===== src/rtl/i2cTxPkg.sv =====
package i2cTxPkg;
  localparam int DATA_W    = 8;
  localparam int BIT_SLOTS = DATA_W + 1;
  localparam int SLOT_W    = $clog2(BIT_SLOTS);

  typedef enum logic [2:0] {
    ST_IDLE,
    ST_START,
    ST_BIT,
    ST_HOLD,
    ST_STOP
  } txState_e;

  // strobes from control to datapath
  typedef struct packed {
    logic load;       // holding register -> shift register
    logic shift;      // advance to next bit
    logic ninthRise;  // SCL rising on the acknowledge pulse
    logic ackSample;  // sample SDA for acknowledge
    logic discard;    // stop finished: drop unsent data
  } dpCtrl_t;
endpackage


===== src/rtl/i2cTxData.sv =====
module i2cTxData
  import i2cTxPkg::*;
#(
  parameter int DW = DATA_W
) (
  input  logic          clk,
  input  logic          rstN,
  input  dpCtrl_t       ctl,
  input  logic          dataWr,
  input  logic [DW-1:0] dataIn,
  input  logic          nackDetEn,
  input  logic [1:0]    clrFlags,
  input  logic          sdaIn,
  output logic          shMsb,
  output logic          bufEmpty,
  output logic          txEnd,
  output logic          ackBit,
  output logic          nackFlag
);
  logic [DW-1:0] holdReg;
  logic [DW-1:0] shiftReg;

  assign shMsb = shiftReg[DW-1];

  always_ff @(posedge clk) begin
    if (!rstN) begin
      holdReg  <= '0;
      shiftReg <= '0;
      bufEmpty <= 1'b1;
    end else begin
      if (ctl.load) begin
        shiftReg <= holdReg;
        bufEmpty <= 1'b1;
      end else if (ctl.shift) begin
        shiftReg <= {shiftReg[DW-2:0], 1'b0};
      end
      if (ctl.discard) bufEmpty <= 1'b1;
      if (dataWr) begin
        holdReg  <= dataIn;
        bufEmpty <= 1'b0;
      end
    end
  end

  always_ff @(posedge clk) begin
    if (!rstN) begin
      txEnd    <= 1'b0;
      ackBit   <= 1'b0;
      nackFlag <= 1'b0;
    end else begin
      if (clrFlags[0]) txEnd <= 1'b0;
      if (clrFlags[1]) nackFlag <= 1'b0;
      if (ctl.ninthRise && bufEmpty) txEnd <= 1'b1;
      if (ctl.ackSample) begin
        ackBit <= sdaIn;
        if (nackDetEn && sdaIn) nackFlag <= 1'b1;
      end
    end
  end


  wr_clears_empty_chk: assert property (@(posedge clk) disable iff (!rstN)
    dataWr |=> !bufEmpty);


  tend_needs_empty_chk: assert property (@(posedge clk) disable iff (!rstN)
    $rose(txEnd) |-> $past(bufEmpty));


  nack_enabled_chk: assert property (@(posedge clk) disable iff (!rstN)
    $rose(nackFlag) |-> ($past(nackDetEn) && ackBit));
endmodule


===== src/rtl/i2cTxCtrl.sv =====
module i2cTxCtrl
  import i2cTxPkg::*;
#(
  parameter int DIV_W = 8
) (
  input  logic             clk,
  input  logic             rstN,
  input  logic [DIV_W-1:0] quarterDiv,
  input  logic             startReq,
  input  logic             stopReq,
  input  logic [0:0]       clrStop,
  input  logic             bufEmpty,
  input  logic             shMsb,
  output dpCtrl_t          ctl,
  output logic             busBusy,
  output logic             stopDet,
  output logic             sclLow,
  output logic             sdaLow
);
  localparam logic [SLOT_W-1:0] LAST_SLOT = SLOT_W'(BIT_SLOTS - 1);

  txState_e          st;
  logic [DIV_W-1:0]  divCnt;
  logic [1:0]        q;
  logic [SLOT_W-1:0] bitIdx;
  logic              stopPend;
  logic              tick;
  logic              stopNow;
  logic              boundaryEnd;
  logic              loadNow;

  assign tick        = (divCnt == quarterDiv);
  assign stopNow     = stopPend | (stopReq & busBusy);
  assign boundaryEnd = tick && (q == 2'd3) &&
                       ((st == ST_START) || ((st == ST_BIT) && (bitIdx == LAST_SLOT)));
  assign loadNow     = ((st == ST_HOLD) || boundaryEnd) && !stopNow && !bufEmpty;

  assign ctl.load      = loadNow;
  assign ctl.shift     = (st == ST_BIT) && tick && (q == 2'd3) && (bitIdx != LAST_SLOT);
  assign ctl.ninthRise = (st == ST_BIT) && (bitIdx == LAST_SLOT) && tick && (q == 2'd1);
  assign ctl.ackSample = (st == ST_BIT) && (bitIdx == LAST_SLOT) && tick && (q == 2'd2);
  assign ctl.discard   = (st == ST_STOP) && tick && (q == 2'd3);

  // quarters 0,1 low and 2,3 high in bit and stop slots; start pulls low in its last quarter
  assign sclLow = (st == ST_HOLD) ||
                  ((st == ST_START) && (q == 2'd3)) ||
                  (((st == ST_BIT) || (st == ST_STOP)) && (q < 2'd2));

  always_ff @(posedge clk) begin
    if (!rstN) begin
      st       <= ST_IDLE;
      divCnt   <= '0;
      q        <= '0;
      bitIdx   <= '0;
      sdaLow   <= 1'b0;
      busBusy  <= 1'b0;
      stopPend <= 1'b0;
      stopDet  <= 1'b0;
    end else begin
      if (clrStop[0]) stopDet <= 1'b0;
      if (stopReq && busBusy) stopPend <= 1'b1;
      case (st)
        ST_IDLE: begin
          if (startReq) begin
            st       <= ST_START;
            busBusy  <= 1'b1;
            stopPend <= 1'b0;
            divCnt   <= '0;
            q        <= '0;
          end
        end
        ST_HOLD: begin
          divCnt <= '0;
          q      <= '0;
          if (stopNow) begin
            st <= ST_STOP;
          end else if (loadNow) begin
            st     <= ST_BIT;
            bitIdx <= '0;
          end
        end
        default: begin
          if (tick) begin
            divCnt <= '0;
            q      <= q + 2'd1;
            case (st)
              ST_START: if (q == 2'd0) sdaLow <= 1'b1;
              ST_BIT: begin
                if (q == 2'd0) sdaLow <= (bitIdx == LAST_SLOT) ? 1'b0 : ~shMsb;
                if ((q == 2'd3) && (bitIdx != LAST_SLOT)) bitIdx <= bitIdx + 1'b1;
              end
              ST_STOP: begin
                if (q == 2'd0) sdaLow <= 1'b1;
                if (q == 2'd2) sdaLow <= 1'b0;
                if (q == 2'd3) begin
                  st       <= ST_IDLE;
                  busBusy  <= 1'b0;
                  stopPend <= 1'b0;
                  stopDet  <= 1'b1;
                end
              end
              default: ;
            endcase
            if (boundaryEnd) begin
              if (stopNow) begin
                st <= ST_STOP;
              end else if (!bufEmpty) begin
                st     <= ST_BIT;
                bitIdx <= '0;
              end else begin
                st <= ST_HOLD;
              end
            end
          end else begin
            divCnt <= divCnt + 1'b1;
          end
        end
      endcase
    end
  end


  sda_only_low_chk: assert property (@(posedge clk) disable iff (!rstN)
    (!sclLow && (sdaLow != $past(sdaLow))) |-> ((st == ST_START) || (st == ST_STOP)));


  hold_park_chk: assert property (@(posedge clk) disable iff (!rstN)
    ((st == ST_HOLD) && bufEmpty && !stopReq && !stopPend) |=> (st == ST_HOLD));


  busy_from_start_chk: assert property (@(posedge clk) disable iff (!rstN)
    $rose(busBusy) |-> $past(startReq));


  stop_to_idle_chk: assert property (@(posedge clk) disable iff (!rstN)
    $rose(stopDet) |-> (!busBusy && (st == ST_IDLE)));
endmodule


===== src/rtl/i2cTxMaster.sv =====
module i2cTxMaster
  import i2cTxPkg::*;
#(
  parameter int DIV_W = 8
) (
  input  logic             clk,
  input  logic             rstN,
  input  logic [DIV_W-1:0] quarterDiv,
  input  logic             startReq,
  input  logic             stopReq,
  input  logic             dataWr,
  input  logic [7:0]       dataIn,
  input  logic             nackDetEn,
  input  logic [2:0]       clrFlags,
  output logic             bufEmpty,
  output logic             txEnd,
  output logic             ackBit,
  output logic             nackFlag,
  output logic             busBusy,
  output logic             stopDet,
  output logic             sclOe,
  output logic             sdaOe,
  input  logic             sdaIn
);
  dpCtrl_t ctl;
  logic    shMsb;
  logic    sclLow;
  logic    sdaLow;

  i2cTxCtrl #(.DIV_W(DIV_W)) uCtrl (
    .clk(clk), .rstN(rstN), .quarterDiv(quarterDiv),
    .startReq(startReq), .stopReq(stopReq), .clrStop(clrFlags[2:2]),
    .bufEmpty(bufEmpty), .shMsb(shMsb), .ctl(ctl),
    .busBusy(busBusy), .stopDet(stopDet), .sclLow(sclLow), .sdaLow(sdaLow)
  );

  i2cTxData #(.DW(DATA_W)) uData (
    .clk(clk), .rstN(rstN), .ctl(ctl), .dataWr(dataWr), .dataIn(dataIn),
    .nackDetEn(nackDetEn), .clrFlags(clrFlags[1:0]), .sdaIn(sdaIn),
    .shMsb(shMsb), .bufEmpty(bufEmpty), .txEnd(txEnd),
    .ackBit(ackBit), .nackFlag(nackFlag)
  );

  assign sclOe = sclLow;
  assign sdaOe = sdaLow;
endmodule


===== config.mk =====
export PLATFORM = sky130hd
export DESIGN_NAME = i2cTxMaster
export DESIGN_NICKNAME = d
export VERILOG_FILES = /design/src/rtl/i2cTxPkg.sv /design/src/rtl/i2cTxData.sv /design/src/rtl/i2cTxCtrl.sv /design/src/rtl/i2cTxMaster.sv
export SDC_FILE = /design/constraint.sdc
export NUM_CORES = 1
export LEC_CHECK = 0
export BUFFER_PORTS_ARGS = -buffer_cell sky130_fd_sc_hd__buf_2
export CAP_MARGIN = 15
export CORE_AREA = 3 3 64 66
export CTS_CLUSTER_SIZE = 24
export DETAILED_ROUTE_END_ITERATION = 10
export DIE_AREA = 0 0 67 69
export PLACE_DENSITY_LB_ADDON = 0.05
export SLEW_MARGIN = 15
export SYNTH_ARGS = -nofsm -noshare
export SYNTH_HDL_FRONTEND = slang
export SYNTH_SLANG_ARGS = --single-unit

===== constraint.sdc =====
create_clock -name clk -period 5.5 [get_ports clk]
set_clock_uncertainty 0.15 [all_clocks]
set_input_delay 0.275 -clock clk [delete_from_list [all_inputs] [get_ports clk]]
set_output_delay 0.275 -clock clk [all_outputs]
set_load 0.02 [all_outputs]

==> results of run 1 <==
-- registers in the layout, indices dropped and copies added, names as in the netlist --
signal and cells:
uCtrl.divCnt 8, uData.holdReg 8, uData.shiftReg 8, uCtrl.bitIdx 4, uCtrl.st 3, uCtrl.q 2, uCtrl.busBusy 1, uCtrl.sdaLow 1
uCtrl.stopDet 1, uCtrl.stopPend 1, uData.ackBit 1, uData.bufEmpty 1, uData.nackFlag 1, uData.txEnd 1
-- area by class of cell --
class | instances | area (sq um) | area share, %
multi-input cells | 180 | 1200 | 50.8
inverters | 8 | 30.0 | 1.27
clock buffers | 7 | 86.3 | 3.65
repair buffers | 33 | 165 | 6.98
well taps | 48 | 60.1 | 2.54
flip-flops and latches | 41 | 821 | 34.7
-- cells in the mapped netlist (2+ instances only) --
cell type and instances:
sky130_fd_sc_hd__nor4_4 2, sky130_fd_sc_hd__nor2_1 27, sky130_fd_sc_hd__a311oi_1 2, sky130_fd_sc_hd__a31oi_1 7, sky130_fd_sc_hd__or3_1 2, sky130_fd_sc_hd__xnor2_1 7, sky130_fd_sc_hd__mux2i_1 13, sky130_fd_sc_hd__ha_1 7
sky130_fd_sc_hd__a22oi_1 2, sky130_fd_sc_hd__a21oi_1 16, sky130_fd_sc_hd__xor2_1 5, sky130_fd_sc_hd__nor3_1 4, sky130_fd_sc_hd__o21ai_0 16, sky130_fd_sc_hd__and3b_1 2, sky130_fd_sc_hd__nand2_1 28, sky130_fd_sc_hd__nand4_4 3
sky130_fd_sc_hd__xnor2_2 3, sky130_fd_sc_hd__nand2b_1 3, sky130_fd_sc_hd__nand4_1 3, sky130_fd_sc_hd__dfxtp_1 41, sky130_fd_sc_hd__clkbuf_1 4, sky130_fd_sc_hd__inv_1 8, sky130_fd_sc_hd__buf_2 2, sky130_fd_sc_hd__nor4_1 2
sky130_fd_sc_hd__nand3_1 4, sky130_fd_sc_hd__nor2b_1 2, sky130_fd_sc_hd__and3_1 2, sky130_fd_sc_hd__o211ai_1 2, sky130_fd_sc_hd__o21ai_1 3
-- placed cells by master, fill, tap and decap left out, types with 3 or more instances in the layout --
cell type	netlist	layout
sky130_fd_sc_hd__xnor2_1	7	7
sky130_fd_sc_hd__nand4_1	3	3
sky130_fd_sc_hd__inv_1	8	8
sky130_fd_sc_hd__nand2_1	28	28
sky130_fd_sc_hd__nand4_4	3	3
sky130_fd_sc_hd__ha_1	7	7
sky130_fd_sc_hd__nor2_1	27	27
sky130_fd_sc_hd__o21ai_0	16	16
sky130_fd_sc_hd__buf_2	2	33
sky130_fd_sc_hd__a21oi_1	16	16
sky130_fd_sc_hd__xor2_1	5	5
sky130_fd_sc_hd__nand3_1	4	4
sky130_fd_sc_hd__a31oi_1	7	7
sky130_fd_sc_hd__nand2b_1	3	3
sky130_fd_sc_hd__clkbuf_8	0	6
sky130_fd_sc_hd__mux2i_1	13	13
sky130_fd_sc_hd__o21ai_1	3	3
sky130_fd_sc_hd__dfxtp_1	41	41
sky130_fd_sc_hd__nor3_1	4	4
sky130_fd_sc_hd__xnor2_2	3	3
-- per-stage QoR --
| step | worst slack, ns | utilization (%) | power, mW |
|---|---|---|---|
| 2_1_floorplan | 3.54 | - | 0.419 |
| 3_3_place_gp | 3.14 | 62.7 | 0.448 |
| 3_5_place_dp | 3.04 | 62.7 | 0.450 |
| 4_1_cts | 3.04 | 65.1 | 0.642 |
| 5_1_grt | 2.81 | 65.1 | 0.670 |
| 6_report | 3.05 | 65.1 | 0.637 |
-- final timing paths --
kind / end / startpoint / cells past startpoint / slack, ns
setup / recovery: uCtrl.bitIdx[3] / uCtrl.bitIdx[0] / 8 / 3.05
hold / removal: uData.holdReg[6] / dataIn[6] / 3 / 0.07
setup reg to reg: uCtrl.bitIdx[3] / uCtrl.bitIdx[0] / 8 / 3.05
hold reg to reg: uData.shiftReg[6] / uData.shiftReg[6] / 2 / 0.32
-- cells by family (layout without fill, tap and decap cells) --
family	count (synthesis)	count (layout)	synth area share [%]
AND/OR/NAND/NOR	92	92	25.1
XOR/XNOR	15	15	7.34
adder cells (fa/ha/maj)	7	7	4.18
buffers and inverters	16	48	3.52
multiplexers	13	13	6.21
flip-flops	41	41	39.1
AO/OA/AOI/OAI	53	53	14.6
-- power groups by stage --
stage                     combinational [mW]  clock (mW)  sequential (mW)
final                                  0.113       0.195            0.329
after global routing                   0.129       0.209            0.332
after CTS                              0.114       0.199            0.330
after detailed placement               0.114           0            0.336
after global placement                 0.112           0            0.336
after floorplan                       0.0897           0            0.329
-- per-layer routing --
layer / vias to the layer above / GRT usage [%]
met2: 40 / 30.2
met3: 7 / 5.21
li1: 896 / -
met1: 797 / 23.6
met4: 0 / 6.08
met5: - / 0
-- critical path: cells and delay by family (launching register included) --
family	cells	cell delay, ns
flip-flops	1	0.38
adder cells (fa/ha/maj)	1	0.20
buffers and inverters	1	0.06
AND/OR/NAND/NOR	3	0.52
AO/OA/AOI/OAI	3	1.07
==> metrics.txt, run 1 <==
run status=complete, no violations; required time of the critical path=5.57 ns; Reg power frac=51.7%; hold buffers post-CTS=0; detailed-route wire length=4.07 mm; maximum level of the CTS H-tree=2; Max Cap Viol=0; number of enable flip-flop cells after synthesis=0; minimum clock period=2.45 ns; per-instance average area after synthesis=8.85 sq um; P per Cell Area=269 nW/um^2; ports placed on the boundary=34; final HPWL from detailed placement=3.08 mm; # clock sinks=41; netlist area before placement=2100 sq um; wire length on met3=220 um; PostCTS Resize Cnt=0; Most common cell on crit path=sky130_fd_sc_hd__a21oi_1; # rows=22; Synth top area share=39.1%; count of different cell masters after synthesis=44; Max Buffers Root-to-Sink=2; RSZ-0062 raised after global routing=no; clock latency of the later-clocked register in the worst-skew pair=0.29 ns; Cell Area, Placed=2280 sq um; fraction of registers with async set or reset after synthesis=0%; antenna diode count=0; number of hold violations in the final report=0; DRT antenna net count=0; CTS tree=yes; uppermost layer routed=met4; number of remaining DRC errors=0; fill count=355; share of total power in the clock network=30.6%; nature of the critical path endpoint=flip-flop; first-pass GRT wire length=6.70 mm; horizontal die dimension=67 um; leak pwr=0.936 nW; cell count after synthesis=237; total instance count after detailed placement=310; Syn Nets=270; worst-path maximum fanout=16; top_reg_cell synth=sky130_fd_sc_hd__dfxtp_1; vias in the first global route=1523; number of endpoints failing setup at the final stage=0; Net Switching=0.181 mW; Int Power=0.456 mW; buffers inserted during post-CTS setup optimization=0; initial antenna violation count=0; Initial Util=57.7%; combinational share of power=17.8%; Switching Share=28.5%; wire length the detailed router placed on met1=1.80 mm; critical path type=flip-flop to flip-flop; Final Non-Filler Cells=317; final sum of negative setup slack=0 ns; max-slew headroom at the worst pin=41.9%; number of storage elements in the synthesis netlist=41; overflow left after global routing=0; crit start category=flip-flop; last weighted congestion value of the routability-driven placer=0.782; fin. max-slew vios=0; violation count after the first detailed-route iteration=83; Clock transition at path regs=0.07 ns; Area growth syn-to-layout=12.8%; Pre-antenna DRT Iters=4; wire length on met2=1.99 mm; leading post-synthesis cells by cell area=sky130_fd_sc_hd__dfxtp_1 39%, sky130_fd_sc_hd__mux2i_1 6.2%, sky130_fd_sc_hd__nand2_1 5.0%; warning count from the yosys run=0; Port-buffer cells=33; maximum number of pins on one net before global-route repair=22; die area=4620 sq um; die extent in y=69 um; via total after detailed routing=1740; average routed wire per standard cell=12.8 um; portion of the post-synthesis area used by sequential elements=39.1%; layout cell share with drive strength beyond 1=19.0%; buffer type at the clock tree root=sky130_fd_sc_hd__clkbuf_8; Tcrit/Tclk final=44.5%; cell with the biggest individual delay on the critical path=sky130_fd_sc_hd__o21ai_1; slowest cell delay on critical path=0.68 ns; Tightest Pin Transition=0.866 ns; Yosys top cell by area=sky130_fd_sc_hd__dfxtp_1; achievable clock frequency=409 MHz; Std-Cell Core Area=3630 sq um; routed via count divided by cell count=5.49; Net count, final=302; final instance area=2360 sq um; number of CTS-inserted buffers=5; combined global-route utilization of all metal layers=18.7%; worst vdd rail ir drop=0.000189 V; worst hold-check path type=input pin to flip-flop; data arrival time of the worst path=2.52 ns; ordered cell list for the critical path=inv_1, ha_1, and3b_1, a21oi_1, nor4_4, o21ai_1, nand2_1, a21oi_1; Hold WS=0.0653 ns
No activity file was read; power rests on OpenSTA's default activity.
==> run 2: changes to the inputs <==
--- a/config.mk
+++ b/config.mk
@@ -5,12 +5,13 @@
 export SDC_FILE = /design/constraint.sdc
 export NUM_CORES = 1
 export LEC_CHECK = 0
+export ABC_AREA = 1
 export BUFFER_PORTS_ARGS = -buffer_cell sky130_fd_sc_hd__buf_2
 export CAP_MARGIN = 15
-export CORE_AREA = 3 3 64 66
+export CORE_AREA = 3 3 66 68
 export CTS_CLUSTER_SIZE = 24
 export DETAILED_ROUTE_END_ITERATION = 10
-export DIE_AREA = 0 0 67 69
+export DIE_AREA = 0 0 69 71
 export PLACE_DENSITY_LB_ADDON = 0.05
 export SLEW_MARGIN = 15
 export SYNTH_ARGS = -nofsm -noshare
==> constraint.sdc (replaced) <==
create_clock -name clk -period 2.4 [get_ports clk]
set_clock_uncertainty 0.15 [all_clocks]
set_input_delay 0.12 -clock clk [delete_from_list [all_inputs] [get_ports clk]]
set_output_delay 0.12 -clock clk [all_outputs]
set_load 0.02 [all_outputs]
==> run 2 against run 1 <==
Cell count rose by 31%. Global-route usage rose by 2.2 points. Via count rose by 20%. Flip-flop and latch count did not move. Hold slack got worse by 0.0068 ns. Largest power group unchanged. Wire length rose by 18%. Critical endpoint is now uData.nackFlag. Synthesized cell count rose by 31%.
==> metrics.txt, run 2 <==
destination of the worst hold path=uCtrl.stopPend (was uData.holdReg[6]); startpoint of the worst hold path=stopReq (was dataIn[6]); routed via count divided by cell count=5.03 (was 5.49); # clock sinks=41 (unchanged); antenna diode count=0 (unchanged); Std-Cell Core Area=3910 sq um (was 3630 sq um); slowest cell delay on critical path=0.55 ns (was 0.68 ns); number of cells on the worst reg-to-reg path=10 (was 8); worst hold-check path type=input pin to flip-flop (unchanged); violation count after the first detailed-route iteration=101 (was 83); final HPWL from detailed placement=3.45 mm (was 3.08 mm); most frequent cells after synthesis=77 x sky130_fd_sc_hd__nand2_1, 41 x sky130_fd_sc_hd__dfxtp_1, 39 x sky130_fd_sc_hd__inv_1 (was 41 x sky130_fd_sc_hd__dfxtp_1, 28 x sky130_fd_sc_hd__nand2_1, 27 x sky130_fd_sc_hd__nor2_1); netlist area before placement=2150 sq um (was 2100 sq um); met3 track demand over resource=4.69% (was 5.21%); number of storage elements in the synthesis netlist=41 (unchanged); worst-path maximum fanout=7 (was 16); reg-to-reg endpoint=uData.nackFlag (was uCtrl.bitIdx[3]); Yosys top cell by area=sky130_fd_sc_hd__dfxtp_1 (unchanged); top library cells by usage in the layout, fill and taps aside=77 x sky130_fd_sc_hd__nand2_1, 41 x sky130_fd_sc_hd__dfxtp_1, 39 x sky130_fd_sc_hd__inv_1, 33 x sky130_fd_sc_hd__buf_2, 32 x sky130_fd_sc_hd__a21oi_1 (was 41 x sky130_fd_sc_hd__dfxtp_1, 33 x sky130_fd_sc_hd__buf_2, 28 x sky130_fd_sc_hd__nand2_1, 27 x sky130_fd_sc_hd__nor2_1); die extent in y=71 um (was 69 um); fin. max-slew vios=0 (unchanged); number of endpoints failing setup at the final stage=0 (unchanged); Net count, final=396 (was 302); last weighted congestion value of the routability-driven placer=0.830 (was 0.782); fraction of registers with async set or reset after synthesis=0% (unchanged); met2 capacity usage during global routing=33.9% (was 30.2%); detailed-route wire length=4.81 mm (was 4.07 mm); CTS tree=yes (unchanged); ports placed on the boundary=34 (unchanged); minimum clock period=2.18 ns (was 2.45 ns); worst setup slack after layout=0.222 ns (was 3.05 ns); maximum level of the CTS H-tree=2 (unchanged); average routed wire per standard cell=11.6 um (was 12.8 um); Tcrit/Tclk final=90.7% (was 44.5%); buffer type at the clock tree root=sky130_fd_sc_hd__clkbuf_8 (unchanged); Hold WS=0.0585 ns (was 0.0653 ns); count of different cell masters after synthesis=32 (was 44); Initial Util=54.8% (was 57.7%); top_reg_cell synth=sky130_fd_sc_hd__dfxtp_1 (unchanged); leak pwr=1.23 nW (was 0.936 nW); RSZ-0062 raised after global routing=no (unchanged); Max Buffers Root-to-Sink=2 (unchanged); buffers inserted during post-CTS setup optimization=0 (unchanged); clock latency of the later-clocked register in the worst-skew pair=0.30 ns (was 0.29 ns); maximum number of pins on one net before global-route repair=19 (was 22); Pre-antenna DRT Iters=5 (was 4); Max Cap Viol=0 (unchanged); worst setup slack for register-to-register paths=0.22 ns (was 3.05 ns); overflow left after global routing=0 (unchanged); worst vdd rail ir drop=0.000327 V (was 0.000189 V); crit start category=flip-flop (unchanged); critical path type=flip-flop to flip-flop (unchanged); Reg power frac=44.5% (was 51.7%); layout cell share with drive strength beyond 1=16.8% (was 19.0%); most common cell in the synthesized netlist=sky130_fd_sc_hd__nand2_1 (was sky130_fd_sc_hd__dfxtp_1); global route hottest layer=met2 (unchanged); Net Switching=0.622 mW (was 0.181 mW); warning count from the yosys run=0 (unchanged); combined global-route utilization of all metal layers=20.9% (was 18.7%); cell with the biggest individual delay on the critical path=sky130_fd_sc_hd__dlygate4sd3_1 (was sky130_fd_sc_hd__o21ai_1); Synth top area share=38.3% (was 39.1%); largest registers=uCtrl.divCnt (8), uData.holdReg (8), uData.shiftReg (8) (unchanged); via total after detailed routing=2084 (was 1740); number of remaining DRC errors=0 (unchanged); ordered cell list for the critical path=xnor2_1, nand2_1, nor2_2, nand2_4, nor2_1, nand2_1, inv_1, nand3_1, a21oi_1, dlygate4sd3_1 (was inv_1, ha_1, and3b_1, a21oi_1, nor4_4, o21ai_1, nand2_1, a21oi_1); number of enable flip-flop cells after synthesis=0 (unchanged); Port-buffer cells=33 (unchanged); die area=4900 sq um (was 4620 sq um); achievable clock frequency=459 MHz (was 409 MHz); number of hold violations in the final report=0 (unchanged); data arrival time of the worst path=2.28 ns (was 2.52 ns); first-pass GRT wire length=8.41 mm (was 6.70 mm); nature of the critical path endpoint=flip-flop (unchanged); final sum of negative setup slack=0 ns (unchanged); launching point of the worst reg2reg path=uCtrl.divCnt[2] (was uCtrl.bitIdx[0]); portion of the post-synthesis area used by sequential elements=38.3% (was 39.1%); max-slew headroom at the worst pin=73.5% (was 41.9%); cell depth of the worst hold path=3 (unchanged); worst setup slack before clock tree synthesis=0.456 ns (was 3.04 ns); P per Cell Area=672 nW/um^2 (was 269 nW/um^2); combinational share of power=27.8% (was 17.8%); Syn Nets=344 (was 270); Most common cell on crit path=sky130_fd_sc_hd__nand2_1 (was sky130_fd_sc_hd__a21oi_1); Switching Share=35.3% (was 28.5%); run status=complete, no violations (unchanged); share of total power in the clock network=27.6% (was 30.6%); horizontal die dimension=69 um (was 67 um); DRT antenna net count=0 (unchanged); cell count after synthesis=311 (was 237); per-instance average area after synthesis=6.90 sq um (was 8.85 sq um); leading post-synthesis cells by cell area=sky130_fd_sc_hd__dfxtp_1 38%, sky130_fd_sc_hd__nand2_1 13%, sky130_fd_sc_hd__a21oi_1 7.5% (was sky130_fd_sc_hd__dfxtp_1 39%, sky130_fd_sc_hd__mux2i_1 6.2%, sky130_fd_sc_hd__nand2_1 5.0%); met1 usage in global routing=27.7% (was 23.6%); number of CTS-inserted buffers=5 (unchanged); # rows=23 (was 22); required time of the critical path=2.50 ns (was 5.57 ns); initial antenna violation count=0 (unchanged); vias in the first global route=1901 (was 1523); Tightest Pin Transition=0.395 ns (was 0.866 ns); leading cell type in the layout, fill and taps excluded=sky130_fd_sc_hd__nand2_1 (was sky130_fd_sc_hd__dfxtp_1); Int Power=1.14 mW (was 0.456 mW); Core Util, Final=67.0% (was 65.1%); Clock transition at path regs=0.08 ns (was 0.07 ns); Area growth syn-to-layout=22.2% (was 12.8%)
-- run 2: cell count changes after synthesis, moves of 6 or more --
cell / previous run / this run
sky130_fd_sc_hd__nand2_1: 28 / 77
sky130_fd_sc_hd__a21oi_1: 16 / 32
sky130_fd_sc_hd__a31oi_1: 7 / 1
sky130_fd_sc_hd__inv_1: 8 / 39
sky130_fd_sc_hd__mux2i_1: 13 / 0
sky130_fd_sc_hd__nand3_1: 4 / 25
-- run 2: power groups by stage --
| stage | Combinational (mW) | Sequential (mW) | Clock, mW |
|---|---|---|---|
| 2_1_floorplan | 0.355 | 0.796 | 0 |
| 3_3_place_gp | 0.459 | 0.801 | 0 |
| 5_1_grt | 0.564 | 0.793 | 0.514 |
| 3_5_place_dp | 0.462 | 0.800 | 0 |
| 6_report | 0.490 | 0.785 | 0.487 |
| 4_1_cts | 0.484 | 0.784 | 0.489 |
-- run 2: kinds of logic (layout without fill, tap and decap cells) --
logic type	count (synthesis)	after routing	synth area share, %
xor+xnor	7	7	2.86
simple gates	147	147	30.7
buf+inv	50	103	9.27
fa+ha+maj	7	7	4.08
flops	41	41	38.3
compound gates	59	59	14.8
-- run 2: repair_timing --
action | in CTS | in global routing
resized for setup | 0 | 4
hold endpoints to repair | 14 | 0
hold buffers | 16 | 0
setup endpoints to repair | 0 | 1
-- run 2: area by class of cell --
class                      count  area [sq um]
multi-input combinational    220          1140
clock inverter                 2          13.8
clock buffer                   6          82.6
sequential                    41           821
timing repair buffer          50           333
fill                         378          1290
inverter                      45           173
tap                           50          62.6
-- run 2: worst max path at each step --
stage,startpoint,end,slack (ns),cells after the start
after floorplan,uCtrl.bitIdx[0],uCtrl.bitIdx[1],0.63,12
after global placement,uCtrl.bitIdx[0],uCtrl.bitIdx[1],0.47,11
after detailed placement,uCtrl.bitIdx[0],uCtrl.bitIdx[2],0.46,11
after CTS,uCtrl.divCnt[2],uData.nackFlag,0.15,10
after global routing,uCtrl.divCnt[0],uData.nackFlag,0.002,12
final,uCtrl.divCnt[2],uData.nackFlag,0.22,10
-- run 2: through the flow --
stage	power [mW]	instance area (sq um)	cells
final	1.76	2620	414
after global routing	1.87	2620	414
after CTS	1.76	2610	414
after detailed placement	1.26	2350	390
after global placement	1.26	2350	390
after floorplan	1.15	2150	311
-- run 2: layer usage --
layer	share of wire, %	vias to the layer above
met5	0	-
met4	1.8	0
met3	6.0	7
met2	45	56
met1	47	908
li1	-	1113
-- run 2: worst max-delay path, delay by kind of cell, from the launching register on --
family                 cells  cell delay [ns]
AO/OA/AOI/OAI              1             0.12
XOR/XNOR                   1             0.14
buffers and inverters      2             0.63
flip-flops                 1             0.42
AND/OR/NAND/NOR            6             0.67
